**src/rtl/abaud_pkg.sv**
```systemverilog
package abaud_pkg;
  typedef enum logic [1:0] {
    ST_IDLE    = 2'd0,
    ST_ARMED   = 2'd1,
    ST_MEASURE = 2'd2
  } abState_t;

  // strobes from control to datapath
  typedef struct packed {
    logic clearCnt;
    logic countEn;
    logic load;
  } abStrobe_t;
endpackage

```
**src/rtl/abaud_datapath.sv**
```systemverilog
module abaud_datapath
  import abaud_pkg::*;
#(
  parameter int CNT_W       = 16,
  parameter int SYNC_STAGES = 2
) (
  input  logic             clk,
  input  logic             rstN,
  input  logic             rxLine,
  input  logic             tick,
  input  abStrobe_t        strb,
  output logic             fallSeen,
  output logic [CNT_W-1:0] divisor,
  output logic             overflow
);
  localparam logic [CNT_W-1:0] CNT_MAX = {CNT_W{1'b1}};

  logic [SYNC_STAGES-1:0] syncQ;
  logic                   prevQ;
  logic                   rxSync;
  logic [CNT_W-1:0]       cntQ;
  logic [CNT_W-1:0]       nextCnt;
  logic                   satHit;

  assign rxSync = syncQ[SYNC_STAGES-1];

  generate
    if (SYNC_STAGES == 1) begin : g_sync1
      always_ff @(posedge clk or negedge rstN) begin
        if (!rstN) syncQ <= '1;
        else       syncQ <= rxLine;
      end
    end else begin : g_syncN
      always_ff @(posedge clk or negedge rstN) begin
        if (!rstN) syncQ <= '1;
        else       syncQ <= {syncQ[SYNC_STAGES-2:0], rxLine};
      end
    end
  endgenerate

  always_ff @(posedge clk or negedge rstN) begin
    if (!rstN) prevQ <= 1'b1;
    else       prevQ <= rxSync;
  end

  assign fallSeen = prevQ & ~rxSync;

  always_comb begin
    nextCnt = cntQ;
    satHit  = 1'b0;
    if (strb.countEn && tick) begin
      if (cntQ == CNT_MAX) satHit  = 1'b1;
      else                 nextCnt = cntQ + 1'b1;
    end
  end

  always_ff @(posedge clk or negedge rstN) begin
    if (!rstN) begin
      cntQ     <= '0;
      overflow <= 1'b0;
    end else if (strb.clearCnt) begin
      cntQ     <= '0;
      overflow <= 1'b0;
    end else if (strb.countEn) begin
      cntQ <= nextCnt;
      if (satHit) overflow <= 1'b1;
    end
  end

  always_ff @(posedge clk or negedge rstN) begin
    if (!rstN)          divisor <= '0;
    else if (strb.load) divisor <= nextCnt;
  end

  // the counter is zero right after a clear
  a_r3_cleared: assert property (@(posedge clk) disable iff (!rstN)
    strb.clearCnt |=> (cntQ == '0 && !overflow));

  // overflow is only ever seen with the counter held at its maximum
  a_r7_sat_hold: assert property (@(posedge clk) disable iff (!rstN)
    overflow |-> (cntQ == CNT_MAX));

  // a load captures the count including the current tick
  a_r6_load_value: assert property (@(posedge clk) disable iff (!rstN)
    strb.load |=> (divisor == $past(nextCnt)));
endmodule

```
**src/rtl/abaud_control.sv**
```systemverilog
module abaud_control
  import abaud_pkg::*;
#(
  parameter int EDGES = 5
) (
  input  logic      clk,
  input  logic      rstN,
  input  logic      enableSet,
  input  logic      asyncMode,
  input  logic      wakeEnable,
  input  logic      rdStrobe,
  input  logic      fallSeen,
  output abStrobe_t strb,
  output logic      enable,
  output logic      rxDone
);
  localparam int EW = $clog2(EDGES + 1);
  localparam logic [EW-1:0] LAST_EDGE = EW'(EDGES - 1);

  abState_t      stateQ;
  logic [EW-1:0] edgeQ;
  logic          accept;
  logic          finish;

  assign accept = enableSet && asyncMode && !wakeEnable && (stateQ == ST_IDLE);
  assign finish = (stateQ == ST_MEASURE) && fallSeen && (edgeQ == LAST_EDGE);

  always_comb begin
    strb          = '0;
    strb.clearCnt = accept;
    strb.countEn  = (stateQ == ST_MEASURE);
    strb.load     = finish;
  end

  always_ff @(posedge clk or negedge rstN) begin
    if (!rstN) begin
      stateQ <= ST_IDLE;
      edgeQ  <= '0;
    end else begin
      case (stateQ)
        ST_IDLE: if (accept) stateQ <= ST_ARMED;
        ST_ARMED: if (fallSeen) begin
          stateQ <= ST_MEASURE;
          edgeQ  <= EW'(1);
        end
        ST_MEASURE: if (fallSeen) begin
          if (edgeQ == LAST_EDGE) stateQ <= ST_IDLE;
          else                    edgeQ  <= edgeQ + 1'b1;
        end
        default: stateQ <= ST_IDLE;
      endcase
    end
  end

  assign enable = (stateQ != ST_IDLE);

  always_ff @(posedge clk or negedge rstN) begin
    if (!rstN)         rxDone <= 1'b0;
    else if (finish)   rxDone <= 1'b1;
    else if (rdStrobe) rxDone <= 1'b0;
  end

  // enable only rises in a permitted configuration
  a_r2_gate: assert property (@(posedge clk) disable iff (!rstN)
    $rose(enable) |-> $past(asyncMode && !wakeEnable && enableSet));

  // completion clears enable and raises the flag together
  a_r6_complete: assert property (@(posedge clk) disable iff (!rstN)
    strb.load |=> (!enable && rxDone));

  // the flag never rises without a load
  a_r9_no_spurious: assert property (@(posedge clk) disable iff (!rstN)
    $rose(rxDone) |-> $past(strb.load));

  // a read without completion drops the flag
  a_r8_read_clear: assert property (@(posedge clk) disable iff (!rstN)
    (rdStrobe && !strb.load) |=> !rxDone);
endmodule

```
**src/rtl/abaud_detect.sv**
```systemverilog
module abaud_detect #(
  parameter int CNT_W       = 16,
  parameter int EDGES       = 5,
  parameter int SYNC_STAGES = 2
) (
  input  logic             clk,
  input  logic             rstN,
  input  logic             tick,
  input  logic             rxLine,
  input  logic             asyncMode,
  input  logic             wakeEnable,
  input  logic             enableSet,
  input  logic             rdStrobe,
  output logic             enable,
  output logic [CNT_W-1:0] divisor,
  output logic             rxDone,
  output logic             overflow
);
  import abaud_pkg::*;

  abStrobe_t strb;
  logic      fallSeen;

  abaud_control #(.EDGES(EDGES)) u_ctrl (
    .clk        (clk),
    .rstN       (rstN),
    .enableSet  (enableSet),
    .asyncMode  (asyncMode),
    .wakeEnable (wakeEnable),
    .rdStrobe   (rdStrobe),
    .fallSeen   (fallSeen),
    .strb       (strb),
    .enable     (enable),
    .rxDone     (rxDone)
  );

  abaud_datapath #(.CNT_W(CNT_W), .SYNC_STAGES(SYNC_STAGES)) u_dp (
    .clk      (clk),
    .rstN     (rstN),
    .rxLine   (rxLine),
    .tick     (tick),
    .strb     (strb),
    .fallSeen (fallSeen),
    .divisor  (divisor),
    .overflow (overflow)
  );
endmodule

```
**config.mk**
```make
export PLATFORM = sky130hd
export DESIGN_NAME = abaud_detect
export DESIGN_NICKNAME = d
export VERILOG_FILES = /design/src/rtl/abaud_pkg.sv /design/src/rtl/abaud_datapath.sv /design/src/rtl/abaud_control.sv /design/src/rtl/abaud_detect.sv
export SDC_FILE = /design/constraint.sdc
export NUM_CORES = 1
export LEC_CHECK = 0
export ABC_AREA = 1
export ABC_CLOCK_PERIOD_IN_PS = 2000
export BUFFER_PORTS_ARGS = -buffer_cell sky130_fd_sc_hd__buf_2
export CORE_UTILIZATION = 30
export CTS_BUF_LIST = sky130_fd_sc_hd__clkbuf_8 sky130_fd_sc_hd__clkbuf_16
export DETAILED_ROUTE_END_ITERATION = 8
export HOLD_SLACK_MARGIN = 0.03
export PLACE_DENSITY = 0.52
export SYNTH_ARGS = -nofsm -noshare
export SYNTH_HDL_FRONTEND = slang
export SYNTH_SLANG_ARGS = --single-unit
```
**constraint.sdc**
```tcl
create_clock -name clk -period 2 [get_ports clk]
set_input_delay 0.4 -clock clk [delete_from_list [all_inputs] [get_ports clk]]
set_output_delay 0.4 -clock clk [all_outputs]
set_load 0.005 [all_outputs]
```
==> key figures <==
Floorplan
  – Core Box Area: 0.006944 sq mm
  – IO Count: 27
  – Die height: 87.73 microns
  – Die Area: 0.007696 sq mm
  – Chip width: 87.73 microns
  – Cell Rows: 30
  – Initial Utilization: 31.75%

Synthesis
  – Synth Net Count: 302
  – Post-synthesis instance total: 291
  – Cell variety after synth: 23
  – EDFF count, synth: 0
  – Post-synthesis instance area: 0.002205 sq mm
  – Synth Warn #: 0
  – Post-synthesis register bit count: 42
  – Synth Flop Type: dfrtp_1
  – Seq/Total Area, Yosys: 47.84%
  – Average size of a mapped cell: 7.576 sq um
  – Async set-reset flop share out of synthesis: 100.0%

Layout
  – Layout cell share with drive strength beyond 1: 16.62%
  – Most frequent cells in the layout: 113 x nand2_1, 39 x dfrtp_1, 31 x inv_1, 26 x nor2_1, 26 x buf_2
  – Fillers: 757
  – Most common cell after layout, fill and taps aside: nand2_1
  – P&R area growth vs syn: 16.06%
  – Layout Nets: 335
  – ANT cells: 0
  – Fin area: 0.002559 sq mm

Setup path
  – Crit path kind: flop to flop
  – Crit path launch type: flop
  – CP Capture Type: flop
  – Required @ worst endpoint: 2.23 ns
  – Max FO, Critical Path: 7
  – Arr. time, crit path: 1.85 ns

Global routing
  – Largest net degree at the start of global routing: 24
  – Total GRT Usage: 14.78%
  – Initial antenna violation count: 0
  – First-pass GRT wire length: 8721 microns
  – Gr ovfl total: 0
  – Vias in the first global route: 1835

STA
  – Fin crit share: 80.97%
  – Final setup viols: 0
  – RSZ-0062 raised after global routing: no
  – Setup TNS: 0 ns
  – Worst slew margin: 65.33%
  – Actual slew at the worst max-slew pin: 0.5201 ns
  – Final Hold Vio Count: 0
  – Crit path time final: 1.619 ns
  – Fin Clk Skew: 0.006339 ns
  – Max-slew violation count: 0
  – FMAX: 0.6175 GHz

Place
  – I/O Buffers: 26
  – Area after DPL: 0.002479 sq mm
  – Gpl congestion: 0.8518
  – Placed wire-length estimate: 3533 microns

Clocking
  – Clk_lat worst skew: 0.30 ns
  – # hold bufs at CTS: 0
  – CTS Buffer Depth: 2
  – Post-CTS Setup Bufs: 0
  – Clock sinks: 42
  – PostCTS Resize Cnt: 0
  – H-tree lvl count: 2
  – CTS tree: done
  – Num CTS Buffers: 5
  – Clock-pin slew on the worst setup and hold paths: 0.08 ns
  – Clock root cell: clkbuf_8

Pwr
  – Total Power: 1.993 mW
  – Pwr/cell area: 778.7 mW/mm^2
  – Static leakage: 1.267 nW
  – Worst VDD drop: 0.3543 mV

Route
  – Antenna-violating nets left: 0
  – 1st-iter DRT viols: 84
  – Residual DRC: 0
  – Vias: 1863
  – DR vias/cell: 4.425
  – 1st-pass router iterations: 4
  – Routed Wire Length: 4930 microns
  – Avg WL per Cell: 11.71 microns

Hold path
  – Hold Crit Class: primary input to asynchronous set/reset pin

Job
  – Max_cap viols: 0

Outcome
  – Status: completed
[worst max-delay path, stage by stage, from the launching register on]
cell	delay [ns]
dfrtp_1	0.42
ha_1	0.23
inv_1	0.08
nor2_4	0.15
nand2_4	0.10
nor2_8	0.17
nand2_1	0.14
nand3_1	0.14
nand2_1	0.06
nand2_1	0.06
[sequential cells by signal, summed over array words and instances, names as in the netlist]
register and flops:
u_dp.prevQ 1, u_dp.overflow 1, u_dp.divisor 16, u_ctrl.stateQ 2, u_dp.cntQ 16, u_ctrl.edgeQ 3
u_ctrl.rxDone 1, u_dp.syncQ 2
[power breakdown]
group	internal (mW)	leakage, nW	total [mW]	switching [mW]
Sequential	0.957	0.484	1.05	0.0958
Combinational	0.158	0.731	0.417	0.259
Clock	0.233	0.0519	0.523	0.290
Total	1.35	1.27	1.99	0.645
[path summary, 6_finish.rpt]
path	from	endpoint	slack, ns	cells after the start
setup / recovery	u_dp.cntQ[0]	u_dp.divisor[15]	0.38	9
hold / removal	rstN	u_ctrl.edgeQ[1]	0.07	1
setup reg to reg	u_dp.cntQ[0]	u_dp.divisor[15]	0.38	9
hold reg to reg	u_dp.syncQ[0]	u_dp.syncQ[1]	0.36	0
max in group asynchronous	rstN	u_dp.prevQ	1.35	2
min in group clk	rxLine	u_dp.syncQ[0]	0.20	1
[per-layer routing]
metal  part of all wire, %  wire length [microns]  vias to the layer above  global-route usage (%)
met5                     0                      0                        -                       0
met4                   1.5                     74                        0                   5.216
met3                   3.8                    186                        5                   3.393
met2                    43                   2127                       29                   22.90
met1                    52                   2541                      852                   20.24
li1                      -                      -                      977                       -
[per-stage QoR]
step | utilization, % | std cells | worst slack, ns | hold slack [ns]
after detailed placement | 35.69 | 413 | 0.3806 | 0.3473
after floorplan | - | 291 | 0.5451 | 0.1044
after CTS | 36.85 | 421 | 0.3708 | 0.08480
after global routing | 36.85 | 421 | 0.1290 | 0.1003
after global placement | 35.69 | 413 | 0.3728 | 0.3459
final | 36.85 | 421 | 0.3805 | 0.07314
[cell type report]
| type | count | area (sq um) | share of cell area [%] |
|---|---|---|---|
| multi-input cells | 214 | 1015 | 39.66 |
| clock inverters | 3 | 11.26 | 0.4401 |
| inverters | 31 | 116.4 | 4.548 |
| flip-flops and latches | 42 | 1055 | 41.22 |
| clock buffers | 5 | 68.82 | 2.689 |
| well taps | 96 | 120.1 | 4.694 |
| repair buffers | 30 | 172.7 | 6.748 |
[logic make-up after synthesis]
kind of cell	Yosys count	share of synthesized area, %
adders and majority gates	3	1.703
buffers and inverters	35	6.129
DFF	42	47.84
xor gates and xnor gates	3	1.192
AOI/OAI and AO/OA	26	5.903
and+or+nand+nor	182	37.23
[synthesized netlist by cell type (2+ instances only)]
cell type	n	area share, %
dfrtp_1	39	44
nand3_1	21	4.8
a21oi_1	10	2.3
inv_2	3	0.51
nand3b_1	6	2.0
inv_1	28	4.8
buf_2	3	0.68
nor2_1	26	4.4
ha_1	3	1.7
xor2_1	2	0.79
nor2_4	4	2.0
nor2_2	2	0.57
o21ai_1	4	0.91
nand4_1	3	0.85
nand2_2	4	1.1
o21ai_0	12	2.7
dfstp_2	3	3.6
nand2_1	113	19
No activity file was read; power rests on OpenSTA's default activity.
